### src/rtl/ctm_pkg.sv
package ctm_pkg;
  localparam int DATA_W    = 32;
  localparam int FIELD_LSB = 9;
  localparam int CNT_W     = DATA_W - 1 - FIELD_LSB;

  typedef logic [CNT_W-1:0] cnt_t;

  typedef enum logic [1:0] {
    SEL_LIMIT      = 2'd0,
    SEL_COUNT      = 2'd1,
    SEL_LIMIT_KEEP = 2'd2,
    SEL_NONE       = 2'd3
  } sel_e;

  function automatic logic [DATA_W-1:0] place_field(input logic flag, input cnt_t v);
    return {flag, v, {FIELD_LSB{1'b0}}};
  endfunction

  function automatic cnt_t take_field(input logic [DATA_W-1:0] w);
    return w[DATA_W-2:FIELD_LSB];
  endfunction
endpackage

### src/rtl/ctm_prescale.sv
module ctm_prescale #(
  parameter int CLKS_PER_TICK = 25
) (
  input  logic clk,
  input  logic rst_n,
  input  logic restart,
  output logic tick
);
  generate
    if (CLKS_PER_TICK <= 1) begin : g_direct
      logic unused_direct;
      assign unused_direct = ^{clk, rst_n, restart};
      assign tick = 1'b1;
    end else begin : g_div
      localparam int PRE_W = $clog2(CLKS_PER_TICK);
      localparam logic [PRE_W-1:0] LAST = PRE_W'(CLKS_PER_TICK - 1);
      logic [PRE_W-1:0] pre_q;

      always_ff @(posedge clk or negedge rst_n) begin
        if (!rst_n) begin
          pre_q <= '0;
        end else if (restart || pre_q == LAST) begin
          pre_q <= '0;
        end else begin
          pre_q <= pre_q + 1'b1;
        end
      end

      assign tick = (pre_q == LAST);
    end
  endgenerate
endmodule

### src/rtl/ctm_core.sv
module ctm_core
  import ctm_pkg::*;
(
  input  logic clk,
  input  logic rst_n,
  input  logic tick,
  input  logic restart,
  input  logic lim_wr,
  input  cnt_t lim_val,
  input  logic ack,
  output cnt_t cnt,
  output cnt_t lim,
  output logic reached,
  output logic irq
);
  cnt_t cnt_q, lim_q, cnt_d;
  logic rch_q, irq_q;
  logic at_lim, hit;

  assign at_lim = (lim_q != '0) && (cnt_q == lim_q);
  assign cnt_d  = at_lim ? '0 : cnt_q + 1'b1;
  assign hit    = tick && !restart && (lim_q != '0) && (cnt_d == lim_q);

  always_ff @(posedge clk or negedge rst_n) begin
    if (!rst_n) begin
      cnt_q <= '0;
    end else if (restart) begin
      cnt_q <= '0;
    end else if (tick) begin
      cnt_q <= cnt_d;
    end
  end

  always_ff @(posedge clk or negedge rst_n) begin
    if (!rst_n) begin
      lim_q <= '0;
    end else if (lim_wr) begin
      lim_q <= lim_val;
    end
  end

  always_ff @(posedge clk or negedge rst_n) begin
    if (!rst_n) begin
      rch_q <= 1'b0;
      irq_q <= 1'b0;
    end else begin
      if (hit) begin
        rch_q <= 1'b1;
      end else if (ack) begin
        rch_q <= 1'b0;
      end
      if (hit) begin
        irq_q <= 1'b1;
      end else if (ack || restart) begin
        irq_q <= 1'b0;
      end
    end
  end

  assign cnt     = cnt_q;
  assign lim     = lim_q;
  assign reached = rch_q;
  assign irq     = irq_q;
endmodule

### src/rtl/ctm_regif.sv
module ctm_regif
  import ctm_pkg::*;
#(
  parameter int ADDR_W = 5
) (
  input  logic              clk,
  input  logic              rst_n,
  input  logic              req_valid,
  output logic              req_ready,
  input  logic              req_write,
  input  logic [ADDR_W-1:0] req_addr,
  input  logic [DATA_W-1:0] req_wdata,
  output logic              rsp_valid,
  input  logic              rsp_ready,
  output logic [DATA_W-1:0] rsp_rdata,
  input  cnt_t              cnt,
  input  cnt_t              lim,
  input  logic              reached,
  output logic              restart,
  output logic              lim_wr,
  output cnt_t              lim_val,
  output logic              ack
);
  localparam int WORD_W = ADDR_W - 2;

  logic [WORD_W-1:0] word;
  sel_e              sel;
  logic              acc;
  logic [DATA_W-1:0] rd_mux;
  logic              rv_q;
  logic [DATA_W-1:0] rd_q;
  logic              unused_bits;

  assign word = req_addr[ADDR_W-1:2];
  assign unused_bits = ^{req_addr[1:0], req_wdata[DATA_W-1], req_wdata[FIELD_LSB-1:0]};

  always_comb begin
    if (word == WORD_W'(0))      sel = SEL_LIMIT;
    else if (word == WORD_W'(1)) sel = SEL_COUNT;
    else if (word == WORD_W'(2)) sel = SEL_LIMIT_KEEP;
    else                         sel = SEL_NONE;
  end

  assign req_ready = !rv_q || rsp_ready;
  assign acc       = req_valid && req_ready;

  assign restart = acc && req_write && (sel == SEL_LIMIT);
  assign lim_wr  = acc && req_write && (sel == SEL_LIMIT || sel == SEL_LIMIT_KEEP);
  assign lim_val = take_field(req_wdata);
  assign ack     = acc && !req_write && (sel == SEL_LIMIT);

  always_comb begin
    case (sel)
      SEL_LIMIT: rd_mux = place_field(1'b0, lim);
      SEL_COUNT: rd_mux = place_field(reached, cnt);
      default:   rd_mux = '0;
    endcase
  end

  always_ff @(posedge clk or negedge rst_n) begin
    if (!rst_n) begin
      rv_q <= 1'b0;
      rd_q <= '0;
    end else if (acc && !req_write) begin
      rv_q <= 1'b1;
      rd_q <= rd_mux;
    end else if (rsp_ready) begin
      rv_q <= 1'b0;
    end
  end

  assign rsp_valid = rv_q;
  assign rsp_rdata = rd_q;
endmodule

### src/rtl/ctm_limit_timer.sv
module ctm_limit_timer
  import ctm_pkg::*;
#(
  parameter int CLKS_PER_TICK = 25,
  parameter int ADDR_W        = 5
) (
  input  logic              clk,
  input  logic              rst_n,
  input  logic              req_valid,
  output logic              req_ready,
  input  logic              req_write,
  input  logic [ADDR_W-1:0] req_addr,
  input  logic [31:0]       req_wdata,
  output logic              rsp_valid,
  input  logic              rsp_ready,
  output logic [31:0]       rsp_rdata,
  output logic              irq
);
  logic tick_w, restart_w, lim_wr_w, ack_w, rch_w;
  cnt_t cnt_w, lim_w, lim_val_w;

  ctm_prescale #(.CLKS_PER_TICK(CLKS_PER_TICK)) i_pre (
    .clk(clk), .rst_n(rst_n), .restart(restart_w), .tick(tick_w)
  );

  ctm_regif #(.ADDR_W(ADDR_W)) i_regif (
    .clk(clk), .rst_n(rst_n),
    .req_valid(req_valid), .req_ready(req_ready), .req_write(req_write),
    .req_addr(req_addr), .req_wdata(req_wdata),
    .rsp_valid(rsp_valid), .rsp_ready(rsp_ready), .rsp_rdata(rsp_rdata),
    .cnt(cnt_w), .lim(lim_w), .reached(rch_w),
    .restart(restart_w), .lim_wr(lim_wr_w), .lim_val(lim_val_w), .ack(ack_w)
  );

  ctm_core i_core (
    .clk(clk), .rst_n(rst_n), .tick(tick_w), .restart(restart_w),
    .lim_wr(lim_wr_w), .lim_val(lim_val_w), .ack(ack_w),
    .cnt(cnt_w), .lim(lim_w), .reached(rch_w), .irq(irq)
  );
endmodule

### config.mk
export PLATFORM = sky130hd
export DESIGN_NAME = ctm_limit_timer
export DESIGN_NICKNAME = d
export VERILOG_FILES = /design/src/rtl/ctm_pkg.sv /design/src/rtl/ctm_prescale.sv /design/src/rtl/ctm_core.sv /design/src/rtl/ctm_regif.sv /design/src/rtl/ctm_limit_timer.sv
export SDC_FILE = /design/constraint.sdc
export NUM_CORES = 1
export LEC_CHECK = 0
export ABC_AREA = 1
export CAP_MARGIN = 0
export CORE_ASPECT_RATIO = 0.7
export CORE_MARGIN = 2
export CORE_UTILIZATION = 49
export CTS_CLUSTER_DIAMETER = 80
export DETAILED_ROUTE_END_ITERATION = 10
export PLACE_DENSITY = 0.89
export SLEW_MARGIN = 20
export SYNTH_ARGS = -nofsm -noshare
export SYNTH_HDL_FRONTEND = slang
export SYNTH_SLANG_ARGS = --single-unit
### constraint.sdc
create_clock -name clk -period 1.8 [get_ports clk]
set_input_delay 0.36 -clock clk [delete_from_list [all_inputs] [get_ports clk]]
set_output_delay 0.36 -clock clk [all_outputs]
set_load 0.005 [all_outputs]
[Word-level counts from Yosys, hierarchy flattened]
Cells that the tools add are included.
Storage, ports and cells
  register bits: 84
  logic and storage cells: 54
Cells by class
  add/sub/neg operators: 2
  equality and inequality tests: 7
  mux-type cells: 14
  reduce and logical (&&, ||, !) cells: 24
Operators with widths (number)
  22-bit 2-to-1 mux: 3
  32-bit case mux with 2 select lines: 1
  22-bit equality test: 2
  22-bit by 1-bit adder with 22-bit output, second input constant: 1
  22-bit nonzero test: 1
  1-bit logical AND: 10
  2-bit nonzero test: 4
  1-bit 2-to-1 mux: 7
  5-bit by 1-bit adder with 5-bit output, second input constant: 1
  5-bit equality test, second input constant: 1
  5-bit 2-to-1 mux: 1
  1-bit logical OR: 4
  2-bit 2-to-1 mux: 2
  3-bit by 1-bit equality test with 1-bit output, second input constant: 1
  3-bit by 2-bit equality test with 1-bit output, second input constant: 1
  1-bit logical NOT: 3
  3-bit logical NOT: 1
  2-bit by 1-bit equality test with 1-bit output, second input constant: 1
  2-bit equality test, second input constant: 1
  2-bit logical NOT: 1

[Longest topological paths before layout]
  depth in word-level cells: 11
  depth in mapped cells: 18

[Hierarchy]
Synthesis repeated with hierarchy kept, for this count alone.
Second synthesis, totals
  cells, all modules: 716
  area total of the unflattened synthesis: 4957.3 sq um
Modules (own cells, without submodules)
  ctm_core: instances 1, cells each 463, area an instance 3080.5 sq um, seq. area each 1151.1 sq um
  ctm_regif: instances 1, cells each 220, area an instance 1609.0 sq um, seq. area each 600.6 sq um
  ctm_prescale: instances 1, cells each 33, area an instance 267.8 sq um, seq. area each 125.1 sq um

[Worst setup path before layout]
Ideal clock, no wire load.
  path kind: register -> register
  start: register i_regif.rv_q (netlist: i_regif.rsp_valid)
  end: register i_core.cnt_q[14] (netlist: i_core.cnt[14])
  setup time: 0.141 ns
  arrival: 1.643 ns
  slack: 0.016 ns
  stages on the path, launching flop included: 8
  clock period less this slack: 1.784 ns
  cells stage by stage: dfrtp_1 > nand2_1 > nand2_1 > inv_1 > nand3_1 > o21ai_1 > clkbuf_1 > o22ai_1
Between the ends
  longest elaborated chain between the ends: 6
  elaborated cells on any way between the ends: 7
  those cells by class: mux (1); reduce/logical (6)
RTL lines
  from (decl): line ctm_regif.sv:30  | logic rv_q;
  from (signal assigned): line ctm_regif.sv:62  | rv_q <= 1'b0;
  from (signal assigned): line ctm_regif.sv:65  | rv_q <= 1'b1;
  from (signal assigned): line ctm_regif.sv:68  | rv_q <= 1'b0;
  1-bit logical NOT (*): line ctm_regif.sv:44  | assign req_ready = !rv_q || rsp_ready;
  1-bit logical OR (*): line ctm_regif.sv:44
  via req_ready: line ctm_limit_timer.sv:10  | output logic req_ready,
  1-bit logical AND (*): line ctm_regif.sv:45  | assign acc = req_valid && req_ready;
  1-bit logical AND (*) (2 in series): line ctm_regif.sv:47  | assign restart = acc && req_write && (sel == SEL_LIMIT);
  22-bit 2-to-1 mux or 2-bit nonzero test (tied branches)
  to (signal assigned): line ctm_core.sv:30  | cnt_q <= cnt_d;
  to (decl): line ctm_core.sv:16  | cnt_t cnt_q, lim_q, cnt_d;
The timed path passes the listed nets; every way through them passes the cells marked *.
A chain may end at the register's enable or synchronous reset.

[Worst setup path in the final report]
  start: register i_core.lim_q[17] (netlist: i_core.lim[17])
  end: register i_core.irq_q (netlist: i_core.irq)
Between the ends
  longest elaborated chain between the ends: 6
  elaborated cells on any way between the ends: 9
  those cells by class: eq/ne (2); mux (2); reduce/logical (5)
RTL lines
  from (decl): line ctm_core.sv:16
  from (signal assigned): line ctm_core.sv:38  | lim_q <= lim_val;
  22-bit equality test or 22-bit nonzero test (tied branches): line ctm_core.sv:20, ctm_core.sv:22
  1-bit logical AND: line ctm_core.sv:20  | assign at_lim = (lim_q != '0) && (cnt_q == lim_q);
  22-bit 2-to-1 mux: line ctm_core.sv:21  | assign cnt_d = at_lim ? '0 : cnt_q + 1'b1;
  22-bit equality test: line ctm_core.sv:22  | assign hit = tick && !restart && (lim_q != '0) && (cnt_d == lim_q);
  1-bit logical AND (*): line ctm_core.sv:22
  1-bit 2-to-1 mux or 2-bit nonzero test (tied branches)
  to (signal assigned): line ctm_core.sv:45  | irq_q <= 1'b0;
  to (signal assigned): line ctm_core.sv:53  | irq_q <= 1'b1;
  to (signal assigned): line ctm_core.sv:55  | irq_q <= 1'b0;
  to (decl): line ctm_core.sv:17  | logic rch_q, irq_q;
Every way passes the cells marked *; elsewhere a longest branch is shown, timed or not.

==> summary.md <==
| Metric | Value |
|---|---|
| Seq cells post-synth | `75` |
| 1st-iter DRT viols | `555` |
| Seq pwr share | `29.1%` |
| CP endpoint | `i_core.irq$_DFFE_PN0P_` |
| RSZ-0062 raised after global routing | `yes` |
| Max Cap Viol | `0` |
| Clock Skews | `0.00309 ns` |
| IO Count | `77` |
| Clock Path Buffers | `2` |
| Final Hold Vio Count | `0` |
| Comb pwr share | `50.5%` |
| Grt total ovfl | `0` |
| Reg-to-Reg End | `i_core.irq$_DFFE_PN0P_` |
| Die Span X | `119 um` |
| Req. time, crit path | `2.06 ns` |
| Cell mode on critical path | `nand2_2` |
| Drt drc | `0` |
| Final ANT Viol Nets | `0` |
| Upper clock frequency limit | `0.429 GHz` |
| Largest net degree at the start of global routing | `76` |
| Switching share of power | `39.2%` |
| H-Tree Depth | `3` |
| Number of port buffers | `55` |
| VDD IR max | `0.000671 V` |
| Failing checks | `setup timing` |
| DRT Pass-1 Iters | `5` |
| Vias in the first global route | `4971` |
| Internal Dissipation | `5.58 mW` |
| DR WL/cell | `18.0 um` |
| CP endpoint kind | `flop` |
| Setup ws final | `-0.532 ns` |
| Endpoints failing setup | `23` |
| Crit path cell chain | `inv_1, nand2_1, nand2_2, inv_2, nand2_2, nor2_4, nand2_2, nor2_4, nand2_4, buf_12, buf_6, nand3_1, nand3_1, nor2_2, nand3_2, o21bai_1` |
| Commonest non-fill, non-tap cells in the layout | `140 x buf_4, 131 x nand2_1, 70 x dfrtp_1, 66 x inv_1, 66 x nor2_1` |
| Gpl congestion | `1.04` |
| Vias/cell | `5.50` |
| Reg clk slew, reported paths | `0.06 ns` |
| NetSw | `3.60 mW` |
| Crit-path max FO | `5` |
| Commonest non-fill, non-tap cell in the layout | `buf_4` |
| Setup TNS | `-3.54 ns` |
| Syn_area_per_cell | `7.20 um2` |
| Worst Setup Start Kind | `flop` |
| Area leader, netlist | `dfrtp_1` |
| Setup Crit Path Kind | `flop to flop` |
| Clk network pwr share | `20.5%` |
| Post-Route WL | `17200 um` |
| Slew Viols, Final | `0` |
| Mapped Cells | `630` |
| Layout Nets | `871` |
| Row count | `29` |
| Layout cell share with drive strength beyond 1 | `33.8%` |
| Worst min-delay path class | `primary input to async pin` |
| Die area | `10100 um2` |
| Area of the mapped netlist | `4530 um2` |
| Clk_lat worst skew | `0.34 ns` |
| Clock Root Buffer | `clkbuf_16` |
| Starting density of the core | `50.2%` |
| First-pass GRT wire length | `25100 um` |
| Netlist cell types | `32` |
| Core area | `9030 um2` |
| Outcome | `finished with violations` |
| Reg2reg setup slack | `-0.53 ns` |
| Final worst path period share | `130%` |
| Top cells by area, synth | `dfrtp_1 41%, nand2_1 14%, nor2_1 6.9%` |
| CTS tree | `yes` |
| Vias | `5262` |
| Worst Reg-to-Reg Cells | `16` |
| Clk sink count | `75` |
| All-Layer GR Usage | `32.5%` |
| RR Startpoint | `i_core.lim[17]$_DFFE_PN0P_` |
| LEAKAGE | `3.40 nW` |
| Top cell type's share of synthesized area | `41.4%` |
| Post-DP HPWL | `11100 um` |
| Yosys warns | `0` |
| Slowest CP cell | `dfrtp_1` |
| CP arrival | `2.59 ns` |
| Number of buffers created by CTS | `9` |
| Area Growth Syn to Fin | `55.5%` |
| Post-synthesis sequential area ratio | `41.4%` |
| CP startpoint | `i_core.lim[17]$_DFFE_PN0P_` |
| Crit path largest cell delay | `0.44 ns` |
| Power Density | `1300 nW/um2` |
| Initial antenna violation count | `1` |
| Total power | `9.18 mW` |
| Die height | `84.5 um` |
| Final min period | `2.33 ns` |
cell usage after synthesis:
| cell type | number |
|---|---|
| nand2_1 | 172 |
| nor2_1 | 83 |
| dfrtp_1 | 75 |
| inv_1 | 72 |
| nand3_1 | 57 |
| a21oi_1 | 24 |
| o211ai_1 | 22 |
| o22ai_1 | 22 |
| xor2_1 | 21 |
| clkbuf_1 | 16 |
| buf_4 | 10 |
| xnor2_1 | 10 |
| inv_2 | 5 |
| nand2_2 | 5 |
| buf_2 | 4 |
| nand4_1 | 4 |
| ha_1 | 3 |
| nor2_2 | 3 |
| nor3_1 | 3 |
| buf_6 | 2 |
| nand2_4 | 2 |
| nor2_4 | 2 |
| nor3b_1 | 2 |
| o21ai_0 | 2 |
| o21bai_1 | 2 |
| a21boi_0 | 1 |
| and2_0 | 1 |
| clkbuf_2 | 1 |
| clkinv_1 | 1 |
| conb_1 | 1 |
| nor3_2 | 1 |
| o21ai_1 | 1 |
metrics by stage:
stage	std cells	setup slack, ns	hold WS [ns]	util [%]	area [um2]
after floorplan	638	0.0156	0.0644	-	4560
after global placement	901	-0.345	0.429	66.6	6020
after detailed placement	901	-0.385	0.432	66.6	6020
after CTS	935	-0.338	0.0810	72.5	6550
after global routing	956	-0.588	0.0769	78.1	7050
final	956	-0.532	0.0584	78.1	7050
state kept, by name (all words and copies together) (netlist names):
register           cells
i_core.cnt            22
i_core.irq             1
i_core.lim            22
i_core.reached         1
i_pre.g_div.pre_q      5
i_regif.rsp_rdata     23
i_regif.rsp_valid      1
layer usage:
metal	up-vias	track usage, %	share of wire [%]
li1	2378	-	-
met1	2485	42.9	41
met4	0	10.2	3.1
met2	345	52.4	47
met3	54	8.90	9.8
met5	-	0	0
how the worst min path moves through the flow:
stage | from | to | cells after the start
global placement | rst_n | i_regif.rsp_rdata[16]$_DFFE_PN0P_ | 2
global route | rst_n | i_regif.rsp_rdata[16]$_DFFE_PN0P_ | 2
detailed placement | rst_n | i_core.lim[2]$_DFFE_PN0P_ | 2
CTS | rst_n | i_regif.rsp_rdata[12]$_DFFE_PN0P_ | 2
finish | rst_n | i_regif.rsp_rdata[12]$_DFFE_PN0P_ | 2
floorplan | rst_n | i_core.cnt[0]$_DFFE_PN0N_ | 0
final cells by class:
| class | instances | area, um2 |
|---|---|---|
| tap | 124 | 155 |
| antenna | 1 | 2.50 |
| sequential | 75 | 1880 |
| timing repair buffer | 209 | 1840 |
| inverter | 78 | 293 |
| fill | 593 | 1980 |
| clock buffer | 12 | 256 |
| clock inverter | 4 | 48.8 |
| multi-input combinational | 453 | 2580 |
cells by family (layout without fill, tap and decap cells):
logic type	Yosys count	after routing	share of synthesized area, %
AOI/OAI and AO/OA	74	74	10.2
DFF	75	75	41.4
other	1	10	0.0827
and+or+nand+nor	335	336	31.1
xor gates and xnor gates	31	31	5.99
buffers and inverters	111	303	10.5
adders and majority gates	3	3	0.828
critical path, delay by kind of cell (launching register included):
kind | cells | cell delay, ns
and+or+nand+nor | 11 | 1.19
AOI/OAI and AO/OA | 1 | 0.17
buffers and inverters | 4 | 0.44
DFF | 1 | 0.44
power groups by stage:
stage	clock [mW]	combinational [mW]	sequential, mW
after detailed placement	0	3.69	2.64
after floorplan	0	1.88	2.56
after global placement	0	3.58	2.61
after global routing	1.98	4.96	2.73
final	1.88	4.63	2.67
after CTS	1.88	4.01	2.63
repair_timing:
| action | 4_1_cts | 5_1_grt |
|---|---|---|
| hold buffers | 0 | 0 |
| cloned | 0 | 5 |
| setup endpoints to repair | 17 | 21 |
| gates resized for setup | 34 | 81 |
| pin swaps | 16 | 49 |
| setup buffers | 18 | 15 |
No activity file was read; power rests on OpenSTA's default activity.
